**config.mk**
```make
export PLATFORM = sky130hd
export DESIGN_NAME = sw_mode_ctrl
export DESIGN_NICKNAME = d
export VERILOG_FILES = /design/src/rtl/sw_mode_pkg.sv /design/src/rtl/sw_mode_dec.sv /design/src/rtl/sw_mode_fields.sv /design/src/rtl/sw_mode_irq.sv /design/src/rtl/sw_mode_ctrl.sv
export SDC_FILE = /design/constraint.sdc
export NUM_CORES = 1
export LEC_CHECK = 0
export BUFFER_PORTS_ARGS = -buffer_cell sky130_fd_sc_hd__buf_2
export CORE_MARGIN = 8
export CORE_UTILIZATION = 33
export CTS_BUF_LIST = sky130_fd_sc_hd__clkbuf_2
export CTS_CLUSTER_SIZE = 28
export DETAILED_ROUTE_END_ITERATION = 8
export PLACE_DENSITY = 0.8
export SLEW_MARGIN = 20
export SYNTH_ARGS = -nofsm -noshare
export SYNTH_HDL_FRONTEND = slang
export SYNTH_SLANG_ARGS = --single-unit
```
**constraint.sdc**
```tcl
create_clock -name clk_i -period 1.2 [get_ports clk_i]
set_input_delay 0.18 -clock clk_i [delete_from_list [all_inputs] [get_ports clk_i]]
set_output_delay 0.18 -clock clk_i [all_outputs]
set_load 0.02 [all_outputs]
```
**src/rtl/sw_mode_pkg.sv**
```systemverilog
package sw_mode_pkg;
  localparam int unsigned DATA_W = 16;
  localparam int unsigned CTL_W  = 6;

  // control field order matches write bits [6:1]
  typedef struct packed {
    logic proc_rst;
    logic flow_chk;
    logic idle_force;
    logic idle_color;
    logic exp_color;
    logic irq_mask;
  } ctl_t;

  localparam ctl_t CTL_RST = '{proc_rst: 1'b1, default: 1'b0};

  function automatic logic [DATA_W-1:0] pack_word(input logic [7:0] ver,
                                                  input ctl_t ctl,
                                                  input logic stby);
    return {ver, 1'b0, ctl, stby};
  endfunction
endpackage

```
**src/rtl/sw_mode_dec.sv**
```systemverilog
module sw_mode_dec #(
  parameter int unsigned ADDR_W  = 4,
  parameter int unsigned REG_OFF = 0
) (
  input  logic [ADDR_W-1:0] addr_i,
  input  logic              we_i,
  output logic              hit_o,
  output logic              wr_o
);
  localparam logic [ADDR_W-1:0] OFF = ADDR_W'(REG_OFF);

  always_comb begin
    hit_o = (addr_i == OFF);
    wr_o  = hit_o & we_i;
  end
endmodule

```
**src/rtl/sw_mode_fields.sv**
```systemverilog
module sw_mode_fields
  import sw_mode_pkg::*;
(
  input  logic             clk_i,
  input  logic             rst_ni,
  input  logic             flush_i,
  input  logic             wr_i,
  input  logic [CTL_W-1:0] wctl_i,
  input  logic             wstby_i,
  output ctl_t             ctl_o,
  output logic             stby_o
);
  localparam logic [CTL_W-1:0] RST_BITS = CTL_RST;

  logic [CTL_W-1:0] ctl_q;

  for (genvar i = 0; i < CTL_W; i++) begin : g_bit
    always_ff @(posedge clk_i or negedge rst_ni) begin
      if (!rst_ni)      ctl_q[i] <= RST_BITS[i];
      else if (flush_i) ctl_q[i] <= RST_BITS[i];
      else if (wr_i)    ctl_q[i] <= wctl_i[i];
    end
  end

  // standby: set only by reset or flush, cleared by writing 0
  always_ff @(posedge clk_i or negedge rst_ni) begin
    if (!rst_ni)      stby_o <= 1'b1;
    else if (flush_i) stby_o <= 1'b1;
    else if (wr_i)    stby_o <= stby_o & wstby_i;
  end

  assign ctl_o = ctl_t'(ctl_q);
endmodule

```
**src/rtl/sw_mode_irq.sv**
```systemverilog
module sw_mode_irq #(
  parameter int unsigned IRQ_W = 8
) (
  input  logic [IRQ_W-1:0] stat_i,
  input  logic             mask_i,
  output logic             irq_n_o,
  output logic             irq_oe_o
);
  logic any_set;

  always_comb begin
    any_set  = |stat_i;
    irq_oe_o = any_set & ~mask_i;
    irq_n_o  = ~irq_oe_o;
  end
endmodule

```
**src/rtl/sw_mode_ctrl.sv**
```systemverilog
module sw_mode_ctrl
  import sw_mode_pkg::*;
#(
  parameter int unsigned ADDR_W  = 4,
  parameter int unsigned IRQ_W   = 8,
  parameter int unsigned REG_OFF = 0,
  parameter logic [7:0]  VERSION = 8'h01
) (
  input  logic              clk_i,
  input  logic              rst_ni,
  input  logic [ADDR_W-1:0] addr_i,
  input  logic              we_i,
  input  logic [15:0]       wdata_i,
  output logic [15:0]       rdata_o,
  input  logic              flush_i,
  input  logic [IRQ_W-1:0]  irq_stat_i,
  output logic              proc_rst_o,
  output logic              flow_chk_o,
  output logic              idle_force_o,
  output logic              idle_color_o,
  output logic              exp_color_o,
  output logic              irq_mask_o,
  output logic              standby_o,
  output logic              irq_n_o,
  output logic              irq_oe_o
);
  logic hit, wr;
  ctl_t ctl;
  logic stby;
  logic unused_wdata;

  assign unused_wdata = ^wdata_i[15:7];

  sw_mode_dec #(.ADDR_W(ADDR_W), .REG_OFF(REG_OFF)) i_dec (
    .addr_i (addr_i),
    .we_i   (we_i),
    .hit_o  (hit),
    .wr_o   (wr)
  );

  sw_mode_fields i_fields (
    .clk_i   (clk_i),
    .rst_ni  (rst_ni),
    .flush_i (flush_i),
    .wr_i    (wr),
    .wctl_i  (wdata_i[6:1]),
    .wstby_i (wdata_i[0]),
    .ctl_o   (ctl),
    .stby_o  (stby)
  );

  sw_mode_irq #(.IRQ_W(IRQ_W)) i_irq (
    .stat_i   (irq_stat_i),
    .mask_i   (ctl.irq_mask),
    .irq_n_o  (irq_n_o),
    .irq_oe_o (irq_oe_o)
  );

  assign rdata_o      = hit ? pack_word(VERSION, ctl, stby) : '0;
  assign proc_rst_o   = ctl.proc_rst;
  assign flow_chk_o   = ctl.flow_chk;
  assign idle_force_o = ctl.idle_force;
  assign idle_color_o = ctl.idle_color;
  assign exp_color_o  = ctl.exp_color;
  assign irq_mask_o   = ctl.irq_mask;
  assign standby_o    = stby;
endmodule

```
## Word-level counts from Yosys, hierarchy flattened

Cells that the tools add are included.
Widths: inputs -> output; s select.

| operators by class | value |
|---|---|
| multiplexer cells | 15 |
| bitwise operators | 5 |
| reductions and logical operators | 3 |

Operators with widths:

| kind | number |
|---|---|
| $mux 1 | 14 |
| $mux 9 | 1 |
| $reduce_or 8->1 | 1 |
| $logic_not 4->1 | 1 |
| $and 1x1->1 | 3 |
| $not 1->1 | 2 |
| $reduce_bool 2->1 | 1 |

| storage, ports and cells | value |
|---|---|
| flip-flop bits (word level) | 7 |
| input port bits | 32 |

## Longest topological paths before layout

Gate-level depths: netlist of run 1.

| logic depth | value |
|---|---|
| depth after elaboration | 4 |
| depth in mapped cells | 4 |
| gate-level depth less buffers | 3 |

## Hierarchy

From an unflattened synthesis of run 1, not the netlist that was laid out.

| unflattened totals | value |
|---|---|
| cell total of the unflattened synthesis | 45 |
| area total of the unflattened synthesis | 447.9 um^2 |

Modules (own cells, without submodules):

| module | times used | cells an instance | area an instance (um^2) |
|---|---|---|---|
| sw_mode_fields | 1 | 22 | 289.0 |
| sw_mode_ctrl | 1 | 17 | 115.1 |
| sw_mode_irq | 1 | 4 | 25.0 |
| sw_mode_dec | 1 | 2 | 18.8 |

## Worst setup path after synthesis of run 1

OpenSTA, ideal clock, no wires.

| timing path | value |
|---|---|
| path type | input to output |
| start point | in addr_i[3] |
| end point | out rdata_o[0] |
| arrival time | 966 ps |
| setup slack | 54 ps |
| stages on the path | 3 |
| path buffers | 1 |
| path through | nor4_4 -> buf_2 -> and2_1 |

| between the ends | value |
|---|---|
| cells in the longest elaborated chain, start to end | 2 |

Ends and longest elaborated chain:

| item | RTL line | source |
|---|---|---|
| from (decl) | sw_mode_ctrl.sv:11 | `input logic [ADDR_W-1:0] addr_i,` |
| $logic_not 4->1 | sw_mode_dec.sv:13 | `hit_o = (addr_i == OFF);` |
| via hit | sw_mode_ctrl.sv:27 | `logic hit, wr;` |
| $mux 9 | sw_mode_ctrl.sv:59 | `assign rdata_o = hit ? pack_word(VERSION, ctl, stby) : '0;` |
| to (decl) | sw_mode_ctrl.sv:14 | `output logic [15:0] rdata_o,` |

The timed path passes the listed nets, and every way through them passes these cells.

## Worst setup path in the final report of run 1

| timing path | value |
|---|---|
| start point | in addr_i[2] |
| end point | out rdata_o[4] |

| between the ends | value |
|---|---|
| cells in the longest elaborated chain, start to end | 2 |

Ends and longest elaborated chain:

| item | RTL line |
|---|---|
| $logic_not 4->1 | sw_mode_dec.sv:13 |
| $mux 9 | sw_mode_ctrl.sv:59 |

No other way between the ends.

==> results of run 1 <==
## kinds of logic (layout without fill, tap and decap cells)
group	after synthesis	after routing	share of synthesized area, %
compound gates	9	9	11.05
buf+inv	13	53	17.48
flops	7	7	36.50
other cells	1	8	0.7705
simple gates	23	23	34.19
## power groups by stage
| stage | combinational, W | clock, W | sequential, W |
|---|---|---|---|
| 2_1_floorplan | 0.0000691 | 0 | 0.000251 |
| 3_3_place_gp | 0.000108 | 0 | 0.000246 |
| 3_5_place_dp | 0.000112 | 0 | 0.000247 |
| 4_1_cts | 0.000127 | 0.000186 | 0.000242 |
| 5_1_grt | 0.000143 | 0.000201 | 0.000243 |
| 6_report | 0.000133 | 0.000179 | 0.000242 |
## metal layers
layer	part of all wire, %	up-vias	global-route usage [%]	wire length, um
li1	-	259	-	-
met1	36	243	10.63	576
met2	48	35	18.32	771
met3	17	0	4.348	271
met4	0	0	4.918	0
met5	0	-	0	0
## placed cells by master, fill, tap and decap left out, drive strengths merged
| cell | n |
|---|---|
| a21boi | 1 |
| o21ai | 5 |
| a21oi | 1 |
| and2 | 8 |
| inv | 1 |
| clkbuf | 4 |
| nor2 | 2 |
| nand4b | 5 |
| a21o | 1 |
| a211o | 1 |
| nand2b | 5 |
| nor4 | 3 |
| buf | 47 |
| dfrtp | 5 |
| dlygate4sd3 | 1 |
| dfstp | 2 |
| conb | 8 |
## what timing repair did
| action | in CTS | in global routing |
|---|---|---|
| pin swaps | 6 | 3 |
| hold buffers | 1 | 0 |
| hold endpoints to repair | 7 | 0 |
| gates resized for setup | 23 | 6 |
| cloned | 0 | 0 |
| setup endpoints to repair | 8 | 15 |
| setup buffers | 3 | 2 |
## registers in the layout (all words and copies together) (netlist names)
| name | flops |
|---|---|
| i_fields.ctl_o | 6 |
| i_fields.stby_o | 1 |
## stage by stage
stage          hold slack (ns)  area (um2)  power (W)  utilization, %  setup slack [ns]
2_1_floorplan          -0.1156       513.0  0.0003197               -           0.05423
3_3_place_gp           0.01532       669.4  0.0003542           46.60          -0.08476
3_5_place_dp           0.02458       669.4  0.0003586           46.60           -0.1190
4_1_cts                 0.1437       795.8  0.0005553           55.40          -0.03509
5_1_grt                 0.1306       824.5  0.0005869           57.40          -0.08250
6_report                0.1533       824.5  0.0005541           57.40          -0.03248
## worst max-delay path: stages
cell and delay [ns]:
buf_6 0.10, nor4_4 0.33, buf_4 0.20, and2_4 0.14, buf_6 0.10
## layout make-up
type	count	area, um2
clock buffers	4	20.02
repair buffers	48	327.8
flip-flops and latches	7	177.7
inverters	1	3.754
fillers	132	611.8
well taps	16	20.02
multi-input cells	40	275.3
## worst max path at each step
| stage | startpoint | end | cells after the start |
|---|---|---|---|
| global route | addr_i[2] | rdata_o[4] | 5 |
| floorplan | addr_i[3] | rdata_o[0] | 3 |
| global placement | addr_i[3] | rdata_o[1] | 5 |
| CTS | addr_i[0] | rdata_o[1] | 5 |
| finish | addr_i[2] | rdata_o[4] | 5 |
| detailed placement | addr_i[3] | i_fields.ctl_o[2] | 4 |
==> reports/metrics.yaml, run 1 <==
outcome: "finished with violations"
violations: "setup timing"
placed_cells: 106
place_hpwl_um: 1212
p_comb_share_pct: 24.0
ir_drop_mv: 0.3427
yosys-top-cells-area: "dfrtp_1 (26%), buf_4 (14%), dfstp_2 (11%)"
num-nets-final: 133
avgSynthCellArea_um2: 9.183
grt_setup_unrepaired: "yes"
ys_seq_elements: 7
grt_max_degree: 14
fin_tns_setup_ns: -0.1652
fin_crit_ns: 1.232
rows: 14
hold_depth: 2
antenna_cells: 0
cts_tree: "done"
htree_levels: 1
grt.total_usage_pct: 10.49
die_h_um: 54.41
ant_nets: 0
synth_top_area_cell: "dfrtp_1"
worst_hold_path_type: "in2reg"
synthTopCellsByCount: "buf_4 (9), and2_1 (7)"
vias: 537
critPathRequiredTime_ns: 1.02
r2r-end: "i_fields.ctl_o[5]"
yosysMostFrequentCell: "buf_4"
drv_slew: 0
postSynthCellCount: 53
worstSkewPairLatency_ns: 0.22
setup_viol: 7
post_drt_wl_per_cell_um: 13.97
remaining_drc_errors: 0
drt_iter0_drc: 10
fin_skew_ns: 0
ys_warn_count: 0
seqPwrFrac_pct: 43.7
synthToLayoutAreaGrowth_pct: 69.41
globalplace.congestion: 0.7619
maxCapViolCount: 0
syn_area_um2: 486.7
synth_edf_count: 0
synthArstFlopShare_pct: 100.0
wirelength_um: 1620
grt_pass1_wl_um: 2263
numCtsBuffers: 3
endpoint_kind: "output pin"
fin_cells: 116
p_leak_nw: 0.4404
dr.pass1.iters: 4
clockBufferDepth: 2
fmax_mhz: 811.4
synth_top_area_share_pct: 25.71
worst_slack_ns: -0.03248
ys_seq_area_share_pct: 36.50
p_clk_share_pct: 32.2
hold_start: "wdata_i[6]"
cellPowerDensity_mw_per_mm2: 672.0
die_w_um: 54.41
start_kind: "primary input"
r2r_slack_ns: 0.31
ioPinCount: 57
critPathKind: "in2out"
core_mm2: 0.001436
switching_power_w: 0.0001652
die-area_mm2: 0.002960
drive_above_1_share_pct: 64.00
critical_path_arrival_ns: 1.05
hold_end: "i_fields.ctl_o[5]"
overflow: 0
vias_per_cell: 4.629
grt_pass1_vias: 527
clock_sinks: 7
timing.reg2reg.worst_path_depth: 2
crit_fanout: 6
initial_core_util_pct: 33.89
hold_viol: 0
ys.flop_type: "dfrtp_1"
port_buffers: 39
synth_cell_types: 19
clk_pin_slew_ns: 0.08
r2r-start: "i_fields.ctl_o[5]"
antenna_found_initial: 0
internal-power_w: 0.0003889
cts_root_buffer: "clkbuf_2"
min_period_over_period_pct: 102.7
p_sw_share_pct: 29.81
Note: power is estimated with default switching activity, not from simulation.
==> run 2: changes to the inputs <==
SETUP_SLACK_MARGIN = 0.2   (was unset)
SLEW_MARGIN = unset   (was 20)
==> run 2 against run 1 <==
Net effect:
- clock skew unchanged
- largest power group unchanged
- largest cell class unchanged
- die area did not move
- critical path depth is the same
- critical endpoint unchanged
- the run still ends with setup timing left
==> reports/metrics.yaml, run 2 (synthesized netlist as in run 1, its figures left out) <==
dr.pass1.iters: 4
cts_root_buffer: "clkbuf_2"
hold_start: "wdata_i[6]"
place_hpwl_um: 1162
die_w_um: 54.41
critical_path_arrival_ns: 1.06
rows: 14
clk_pin_slew_ns: 0.09
grt_setup_unrepaired: "yes"
htree_levels: 1
antenna_found_initial: 0
place_area_um2: 680.7
p_sw_share_pct: 29.50
drt_iter0_drc: 5
r2r-end: "i_fields.ctl_o[5]"
hold_end: "i_fields.ctl_o[5]"
num-nets-final: 133
wirelength_um: 1615
r2r_slack_ns: 0.33
remaining_drc_errors: 0
grt_pass1_wl_um: 2249
crit_fanout: 6
post_drt_wl_per_cell_um: 13.92
final_cell_area_um2: 860.8
final_common_cell: "buf_2"
fin_crit_ns: 1.236
critPathKind: "in2out"
outcome: "finished with violations"
critPathRequiredTime_ns: 1.02
p_clk_share_pct: 31.8
seqPwrFrac_pct: 43.7
hold_depth: 2
cts_tree: "done"
fmax_mhz: 809.2
antenna_cells: 0
worstSkewPairLatency_ns: 0.22
mostFrequentLayoutCells: "buf_2 (21), buf_6 (14), buf_4 (12)"
p_comb_share_pct: 24.5
violations: "setup timing"
nFillCells: 128
setup_viol: 5
maxCapViolCount: 0
vias_per_cell: 4.543
endpoint_kind: "output pin"
drv_slew: 0
r2r-start: "i_fields.ctl_o[5]"
grt_pass1_vias: 516
synthToLayoutAreaGrowth_pct: 76.86
port_buffers: 39
hold_viol: 0
ant_nets: 0
die-area_mm2: 0.002960
p_leak_nw: 0.4460
ioPinCount: 57
crit_start: "addr_i[2]"
start_kind: "primary input"
cellPowerDensity_mw_per_mm2: 646.1
place_ws_ns: -0.1392
clock_sinks: 7
worst_hold_path_type: "in2reg"
worst_slack_ns: -0.03583
grt_max_degree: 14
globalplace.congestion: 0.6779
fin_skew_ns: 0
numCtsBuffers: 3
largest_reg_flops: 6
initial_core_util_pct: 33.89
internal-power_w: 0.0003921
overflow: 0
switching_power_w: 0.0001641
clockBufferDepth: 2
drive_above_1_share_pct: 65.00
grt.total_usage_pct: 10.59
ir_drop_mv: 0.4306
min_period_over_period_pct: 103.0
vias: 527
die_h_um: 54.41
holdWs_ns: 0.1540
timing.reg2reg.worst_path_depth: 2
core_mm2: 0.001436
-- run 2: cell types whose count changed in the layout (fill, tap and decap cells not counted), moves of 3 or more --
cell | before | now
o21ai_0 | 5 | 2
buf_4 | 8 | 12
buf_6 | 10 | 14
o21ai_1 | 0 | 3
buf_2 | 29 | 21
-- run 2: metal layers --
layer,track usage [%],wire (um)
met3,4.891,240
met2,19.47,856
met5,0,0
met4,3.689,0
met1,10.12,518
-- run 2: per-stage QoR --
| step | power [W] | instances | utilization, % | setup TNS, ns |
|---|---|---|---|---|
| after floorplan | 0.0003228 | 60 | - | 0 |
| after global placement | 0.0003560 | 105 | 47.39 | -1.024 |
| after CTS | 0.0005497 | 113 | 56.27 | 0 |
| after global routing | 0.0005857 | 116 | 59.93 | -0.3903 |
| final | 0.0005562 | 116 | 59.93 | -0.1344 |
| after detailed placement | 0.0003586 | 105 | 47.39 | -1.283 |
-- run 2: worst max path at each step --
stage / cells past startpoint / end
3_3_place_gp: 5 / rdata_o[1]
6_report: 5 / rdata_o[4]
5_1_grt: 5 / rdata_o[4]
4_1_cts: 2 / rdata_o[6]
2_1_floorplan: 3 / rdata_o[0]
3_5_place_dp: 5 / rdata_o[2]
-- run 2: final cells by class --
type                       count  area, um2  share of cell area (%)
timing repair buffer          48      362.8                   42.15
tap                           16      20.02                   2.326
inverter                       1      3.754                  0.4360
sequential                     7      178.9                   20.78
clock buffer                   4      20.02                   2.326
multi-input combinational     40      275.3                   31.98
-- run 2: critical path, cell delays in order --
cell	delay (ns)
buf_6	0.10
nor4_4	0.33
buf_4	0.20
and2_4	0.14
buf_6	0.11
-- run 2: repair_timing --
action,4_1_cts,5_1_grt
setup endpoints to repair,17,18
hold endpoints to repair,7,0
gates resized for setup,24,13
buffers inserted,3,3
hold buffers,1,0
pin swaps,5,2
-- run 2: power by group through the flow --
stage | Sequential (W) | Clock, W | Combinational [W]
floorplan | 0.000251 | 0 | 0.0000718
global placement | 0.000247 | 0 | 0.000109
detailed placement | 0.000247 | 0 | 0.000112
CTS | 0.000243 | 0.000180 | 0.000127
global route | 0.000243 | 0.000195 | 0.000148
finish | 0.000243 | 0.000177 | 0.000136
